[src/rtl/fastlock_pkg.sv]
package fastlock_pkg;
  localparam int CNT_W     = 10;
  localparam int CP_W      = 2;
  localparam int NUM_EV    = 2;
  localparam int EV_ICP    = 0;
  localparam int EV_SW     = 1;
  localparam logic [CP_W-1:0] CP_WIDE = 2'b11;
  localparam logic [CP_W-1:0] CP_NORM = 2'b00;
endpackage

[src/rtl/fastlock_timer.sv]
module fastlock_timer #(
  parameter int CNT_W = 10
) (
  input  logic             clk,
  input  logic             rst,
  input  logic             start_i,
  input  logic [CNT_W-1:0] tmo_i,
  output logic             hit_o,
  output logic             spent_o
);
  logic [CNT_W-1:0] tmo_q;
  logic [CNT_W-1:0] cnt_q;
  logic             run_q;

  assign hit_o = run_q && (cnt_q == tmo_q);

  always_ff @(posedge clk) begin
    if (rst) begin
      tmo_q   <= '0;
      cnt_q   <= '0;
      run_q   <= 1'b0;
      spent_o <= 1'b0;
    end else if (start_i) begin
      tmo_q   <= tmo_i;
      cnt_q   <= '0;
      run_q   <= 1'b1;
      spent_o <= 1'b0;
    end else if (run_q) begin
      if (hit_o) begin
        run_q   <= 1'b0;
        spent_o <= 1'b1;
      end else begin
        cnt_q <= cnt_q + 1'b1;
      end
    end
  end

  AST_CNT_BOUND: assert property (@(posedge clk) disable iff (rst)
    run_q |-> (cnt_q <= tmo_q));
  AST_RESTART_ZERO: assert property (@(posedge clk) disable iff (rst)
    start_i |=> (run_q && cnt_q == '0 && !spent_o));
  AST_TMO_HELD: assert property (@(posedge clk) disable iff (rst)
    (run_q && !start_i) |=> $stable(tmo_q));
  AST_RUN_SPENT_EXCL: assert property (@(posedge clk) disable iff (rst)
    !(run_q && spent_o));
endmodule

[src/rtl/fastlock_ctrl.sv]
module fastlock_ctrl #(
  parameter int              CP_W    = 2,
  parameter int              NUM_EV  = 2,
  parameter int              EV_ICP  = 0,
  parameter int              EV_SW   = 1,
  parameter logic [CP_W-1:0] CP_WIDE = 2'b11,
  parameter logic [CP_W-1:0] CP_NORM = 2'b00
) (
  input  logic              clk,
  input  logic              rst,
  input  logic              load_i,
  input  logic [NUM_EV-1:0] hit_i,
  input  logic [NUM_EV-1:0] spent_i,
  output logic [CP_W-1:0]   icp_sel_o,
  output logic              sw1_close_o,
  output logic              sw2_close_o,
  output logic              busy_o,
  output logic              done_o
);
  logic [NUM_EV-1:0] ev_over;
  logic              all_over;

  assign ev_over  = hit_i | spent_i;
  assign all_over = &ev_over;

  always_ff @(posedge clk) begin
    if (rst) begin
      icp_sel_o   <= CP_NORM;
      sw1_close_o <= 1'b0;
      sw2_close_o <= 1'b0;
      busy_o      <= 1'b0;
      done_o      <= 1'b0;
    end else if (load_i) begin
      icp_sel_o   <= CP_WIDE;
      sw1_close_o <= 1'b1;
      sw2_close_o <= 1'b1;
      busy_o      <= 1'b1;
      done_o      <= 1'b0;
    end else begin
      if (hit_i[EV_ICP]) icp_sel_o <= CP_NORM;
      if (hit_i[EV_SW]) begin
        sw1_close_o <= 1'b0;
        sw2_close_o <= 1'b0;
      end
      if (busy_o && all_over) begin
        busy_o <= 1'b0;
        done_o <= 1'b1;
      end
    end
  end

  AST_LOAD_WIDE: assert property (@(posedge clk) disable iff (rst)
    load_i |=> (icp_sel_o == CP_WIDE && sw1_close_o && sw2_close_o && busy_o && !done_o));
  AST_ICP_DROP: assert property (@(posedge clk) disable iff (rst)
    (hit_i[EV_ICP] && !load_i) |=> (icp_sel_o == CP_NORM));
  AST_SW_DROP: assert property (@(posedge clk) disable iff (rst)
    (hit_i[EV_SW] && !load_i) |=> (!sw1_close_o && !sw2_close_o));
  AST_SW_PAIR: assert property (@(posedge clk) disable iff (rst)
    sw1_close_o == sw2_close_o);
  AST_DONE_HOLD: assert property (@(posedge clk) disable iff (rst)
    (done_o && !load_i) |=> done_o);
  AST_DONE_NARROW: assert property (@(posedge clk) disable iff (rst)
    done_o |-> (icp_sel_o == CP_NORM && !sw1_close_o));
  AST_BUSY_DONE_EXCL: assert property (@(posedge clk) disable iff (rst)
    !(busy_o && done_o));
endmodule

[src/rtl/fastlock_seq.sv]
module fastlock_seq
  import fastlock_pkg::*;
#(
  parameter int TMO_W = CNT_W,
  parameter int SEL_W = CP_W
) (
  input  logic             clk,
  input  logic             rst,
  input  logic             load_i,
  input  logic [TMO_W-1:0] icp_tmo_i,
  input  logic [TMO_W-1:0] sw_tmo_i,
  output logic [SEL_W-1:0] icp_sel_o,
  output logic             sw1_close_o,
  output logic             sw2_close_o,
  output logic             busy_o,
  output logic             done_o
);
  logic [TMO_W-1:0]  tmo_arr [NUM_EV];
  logic [NUM_EV-1:0] hit;
  logic [NUM_EV-1:0] spent;

  assign tmo_arr[EV_ICP] = icp_tmo_i;
  assign tmo_arr[EV_SW]  = sw_tmo_i;

  for (genvar g = 0; g < NUM_EV; g++) begin : g_tmr
    fastlock_timer #(.CNT_W(TMO_W)) u_tmr (
      .clk     (clk),
      .rst     (rst),
      .start_i (load_i),
      .tmo_i   (tmo_arr[g]),
      .hit_o   (hit[g]),
      .spent_o (spent[g])
    );
  end

  fastlock_ctrl #(
    .CP_W    (SEL_W),
    .NUM_EV  (NUM_EV),
    .EV_ICP  (EV_ICP),
    .EV_SW   (EV_SW),
    .CP_WIDE (SEL_W'(CP_WIDE)),
    .CP_NORM (SEL_W'(CP_NORM))
  ) u_ctrl (
    .clk         (clk),
    .rst         (rst),
    .load_i      (load_i),
    .hit_i       (hit),
    .spent_i     (spent),
    .icp_sel_o   (icp_sel_o),
    .sw1_close_o (sw1_close_o),
    .sw2_close_o (sw2_close_o),
    .busy_o      (busy_o),
    .done_o      (done_o)
  );

  AST_IDLE_NO_LOAD: assert property (@(posedge clk) disable iff (rst)
    (!busy_o && !done_o && !load_i) |=> (!busy_o && !done_o));
endmodule

[config.mk]
export PLATFORM = sky130hd
export DESIGN_NAME = fastlock_seq
export DESIGN_NICKNAME = d
export VERILOG_FILES = /design/src/rtl/fastlock_pkg.sv /design/src/rtl/fastlock_timer.sv /design/src/rtl/fastlock_ctrl.sv /design/src/rtl/fastlock_seq.sv
export SDC_FILE = /design/constraint.sdc
export NUM_CORES = 1
export LEC_CHECK = 0
export BUFFER_PORTS_ARGS = -buffer_cell sky130_fd_sc_hd__buf_4
export CAP_MARGIN = 5
export CORE_MARGIN = 8
export CORE_UTILIZATION = 51
export DETAILED_ROUTE_END_ITERATION = 6
export PLACE_DENSITY = 0.74
export SLEW_MARGIN = 0
export SYNTH_ARGS = -nofsm -noshare
export SYNTH_HDL_FRONTEND = slang
export SYNTH_SLANG_ARGS = --single-unit
[constraint.sdc]
create_clock -name clk -period 1.5 [get_ports clk]
set_clock_uncertainty 0.1 [all_clocks]
set_input_delay 0.15 -clock clk [delete_from_list [all_inputs] [get_ports clk]]
set_output_delay 0.15 -clock clk [all_outputs]
set_load 0.01 [all_outputs]
==> metrics.txt <==
maximum fanout along the worst path 6; cells taking the most area after synthesis dfxtp_1 42%, mux2i_1 11%, nor2_1 5.6%; cell at the root of the clock tree clkbuf_8; H-tree levels 2; number of antenna violations at the first check in global routing 0; sequential-to-total area share from yosys stat 42.4%; number of enable flip-flop cells after synthesis 0; most frequent cells after synthesis 48 x dfxtp_1, 34 x nor2_1, 26 x mux2i_1, 15 x a21oi_1, 13 x xnor2_1; routed wl met3 699 um; final clock period utilization by the worst path 122%; critical path launch point g_tmr[1].u_tmr.cnt_q[1]$_SDFFE_PP0P_; Post-Synthesis Cells 238; final period demand of the worst path 1830 ps; startpoint of the worst hold path icp_tmo_i[1]; highest-delay cell along the critical path dfxtp_2; number of synthesis warnings 0; Synth Net Count 263; type of the tightest min-delay check in -> reg; leftover overflow at the end of global routing 0; count of clock tree sinks 48; number of cells on the worst hold path 3; Pint 0.00205 W; antenna viol nets, final 0; Ant. Diodes 0; DIE HEIGHT 82.7 um; DRC 0; post-synthesis sequential element count 48; share of total power in the clock network 28.1%; number of cell rows 24; CP delay by family, top compound AO/OA/AOI/OAI gates; most common cell in the synthesized netlist dfxtp_1; slew at the pin with the worst max-slew slack 518 ps; critical path start-end classification reg -> reg; status finished, violations left; Post-DP HPWL 3840 um; via count of the first global-routing pass 2234; Overall Power 0.00286 W; mean area per synthesized cell 9.53 um^2; largest net degree at the start of global routing 21; aggregate global-route resource usage 20.7%; worst hold margin -11.0 ps; routed vias 2288; worst reg2reg setup slack -330 ps; layout net count 360; setup repair after global routing missed its margin yes; Net Sw Power 0.000805 W; startpoint type of the worst setup path flop; worst path buffer plus inverter count 2; Worst IR Drop VDD 0.718 mV; Worst Setup Slack, final -331 ps; top layer used by detailed routing met4; area share of the largest cell type after synthesis 42.4%; Reg2Reg Capture Point g_tmr[1].u_tmr.cnt_q[7]$_SDFFE_PP0P_; final standard cell count with taps included and fillers excluded 388; Reg-to-Reg Start g_tmr[1].u_tmr.cnt_q[1]$_SDFFE_PP0P_; fillers 222; Ports 29; WL per Instance 20.8 um; drt first-iter violations 208; placed instance count 349; Net Sw Frac 28.2%; Die Outline Area 6840 um^2; max-cap violations 0; clock slew at reported path FFs 80 ps; Core Region 4320 um^2; global placement routability congestion 0.816; # setup viols final 28; Worst EP arrival 1960 ps; Hold EP g_tmr[0].u_tmr.tmo_q[1]$_SDFFE_PP0P_; Cell Pwr Density 804 nW/um^2; async set-or-reset flop fraction in the synthesized netlist 0%; synthesis-to-layout area growth 56.7%; detailed-route wire length on metal 1 3050 um; max_slew headroom 65.4%; starting density of the core 52.4%; buffers added on ports 28; combinational share of power 23.6%; cell chain of the critical path xnor2_2, nand4_4, o31ai_4, buf_6, buf_4, o21ai_2, a21oi_2; category of the worst setup path capture point flop; clock tree from TritonCTS built; portion of total power attributed to sequential cells 48.3%; width of the die 82.7 um; Max clock buf depth 2; wire length of the first global-routing pass 10900 um; Pleak 1.51 nW; cts bufs inserted 5; DRT Wirelength 8060 um; post-synthesis instance area 2270 um^2; clock latency of the later-clocked register in the worst-skew pair 300 ps; post-DR vias/cell 5.90; final max-slew violation count 0; Achievable Freq 546 MHz; Crit path required time 1630 ps; final number of hold-violating endpoints 1; commonest register cell after synthesis dfxtp_1; cell taking the most area after synthesis dfxtp_1; Met2 Routed Length 4020 um; share of final-layout standard cells stronger than drive strength 1 51.5%; maximum cell stage delay along the critical path 350 ps; DP Worst Slack -272 ps; failing checks negative hold slack, negative setup slack; TritonRoute pass-1 iters 4; r2r worst-path depth 7; number of distinct library cells after synthesis 38
-- logic make-up after synthesis --
| group | Yosys count | synth area share, % |
|---|---|---|
| compound gates | 36 | 11.0 |
| xor+xnor | 23 | 9.55 |
| fa+ha+maj | 2 | 1.10 |
| buf+inv | 16 | 3.86 |
| flops | 48 | 42.4 |
| mux | 26 | 11.5 |
| simple gates | 87 | 20.6 |
-- worst max path at each step --
stage | end | slack, ps | cells after the start
global route | g_tmr[1].u_tmr.cnt_q[7]$_SDFFE_PP0P_ | -370 | 7
detailed placement | g_tmr[0].u_tmr.cnt_q[9]$_SDFFE_PP0P_ | -270 | 5
floorplan | g_tmr[0].u_tmr.cnt_q[3]$_SDFFE_PP0P_ | -60 | 5
finish | g_tmr[1].u_tmr.cnt_q[7]$_SDFFE_PP0P_ | -330 | 7
global placement | g_tmr[0].u_tmr.cnt_q[9]$_SDFFE_PP0P_ | -240 | 5
CTS | g_tmr[0].u_tmr.cnt_q[3]$_SDFFE_PP0P_ | -200 | 6
-- state kept, by name, summed over array words and instances (netlist names) --
register / cells
g_tmr.u_tmr.run_q: 2
u_ctrl.sw1_close_o: 1
u_ctrl.icp_sel_o: 1
u_ctrl.busy_o: 1
g_tmr.u_tmr.cnt_q: 20
g_tmr.u_tmr.spent_o: 2
u_ctrl.done_o: 1
g_tmr.u_tmr.tmo_q: 20
-- power groups by stage --
stage / logic [W] / clock network, W / registers [W]
2_1_floorplan: 0.000247 / 0 / 0.00138
3_3_place_gp: 0.000396 / 0 / 0.00139
3_5_place_dp: 0.000406 / 0 / 0.00139
4_1_cts: 0.000536 / 0.000807 / 0.00137
5_1_grt: 0.000706 / 0.000862 / 0.00138
6_report: 0.000675 / 0.000803 / 0.00138
-- through the flow --
stage          utilization, %  TNS, ps  cell area [um^2]  hold WS, ps
3_3_place_gp             65.0    -3170              2810          283
2_1_floorplan               -     -467              2290          197
3_5_place_dp             65.0    -3940              2810          291
6_report                 82.2    -5120              3550        -11.0
5_1_grt                  82.2    -6770              3550        -1.37
4_1_cts                  76.4    -2570              3300         5.52
-- worst min-delay path, cell delays in order --
cell and delay [ps]:
buf_4 80, mux2i_1 50, nor2_1 80
-- metal layers --
| metal | vias to the layer above | GRT usage (%) |
|---|---|---|
| met1 | 1098 | 25.7 |
| met2 | 131 | 34.2 |
| li1 | 1028 | - |
| met4 | 0 | 8.10 |
| met5 | - | 0 |
| met3 | 31 | 4.22 |
-- final cells by class --
class,instances,area (um^2),share of cell area (%)
timing repair buffer,102,852,24.0
inverter,3,11.3,0.317
clock buffer,8,90.1,2.54
tap,52,65.1,1.83
sequential,48,997,28.1
multi-input combinational,175,1540,43.3
-- what timing repair did --
| item | 4_1_cts | 5_1_grt |
|---|---|---|
| resized for setup | 49 | 38 |
| cloned | 1 | 0 |
| hold buffers | 15 | 0 |
| setup buffers | 9 | 10 |
| setup endpoints to repair | 26 | 28 |
| pin swaps | 28 | 19 |
| endpoints found under the hold margin | 15 | 0 |
-- cell usage in the layout (no fill, tap or decap), types with 2 or more instances in the layout --
master,netlist,layout
xnor2_1,13,2
clkbuf_8,0,6
a31oi_4,1,3
buf_6,1,13
nand2_1,12,11
nor2_1,34,33
a21oi_1,15,8
dfxtp_2,0,23
xor2_2,2,8
inv_1,3,3
or3_4,0,3
nand4_1,8,8
or3_1,7,6
nor4_4,2,2
and3_1,4,4
clkbuf_1,4,2
a21oi_2,0,7
xor2_1,8,2
mux2i_1,26,26
a31o_2,3,3
o21ai_0,7,2
xnor2_4,0,3
buf_4,4,74
nand3_1,8,8
ha_1,2,2
dfxtp_1,48,23
xnor2_2,0,8
o21ai_2,0,3
o21ai_1,0,2
dlygate4sd3_1,0,15
dfxtp_4,0,2
(Power assumes the default switching activity.)
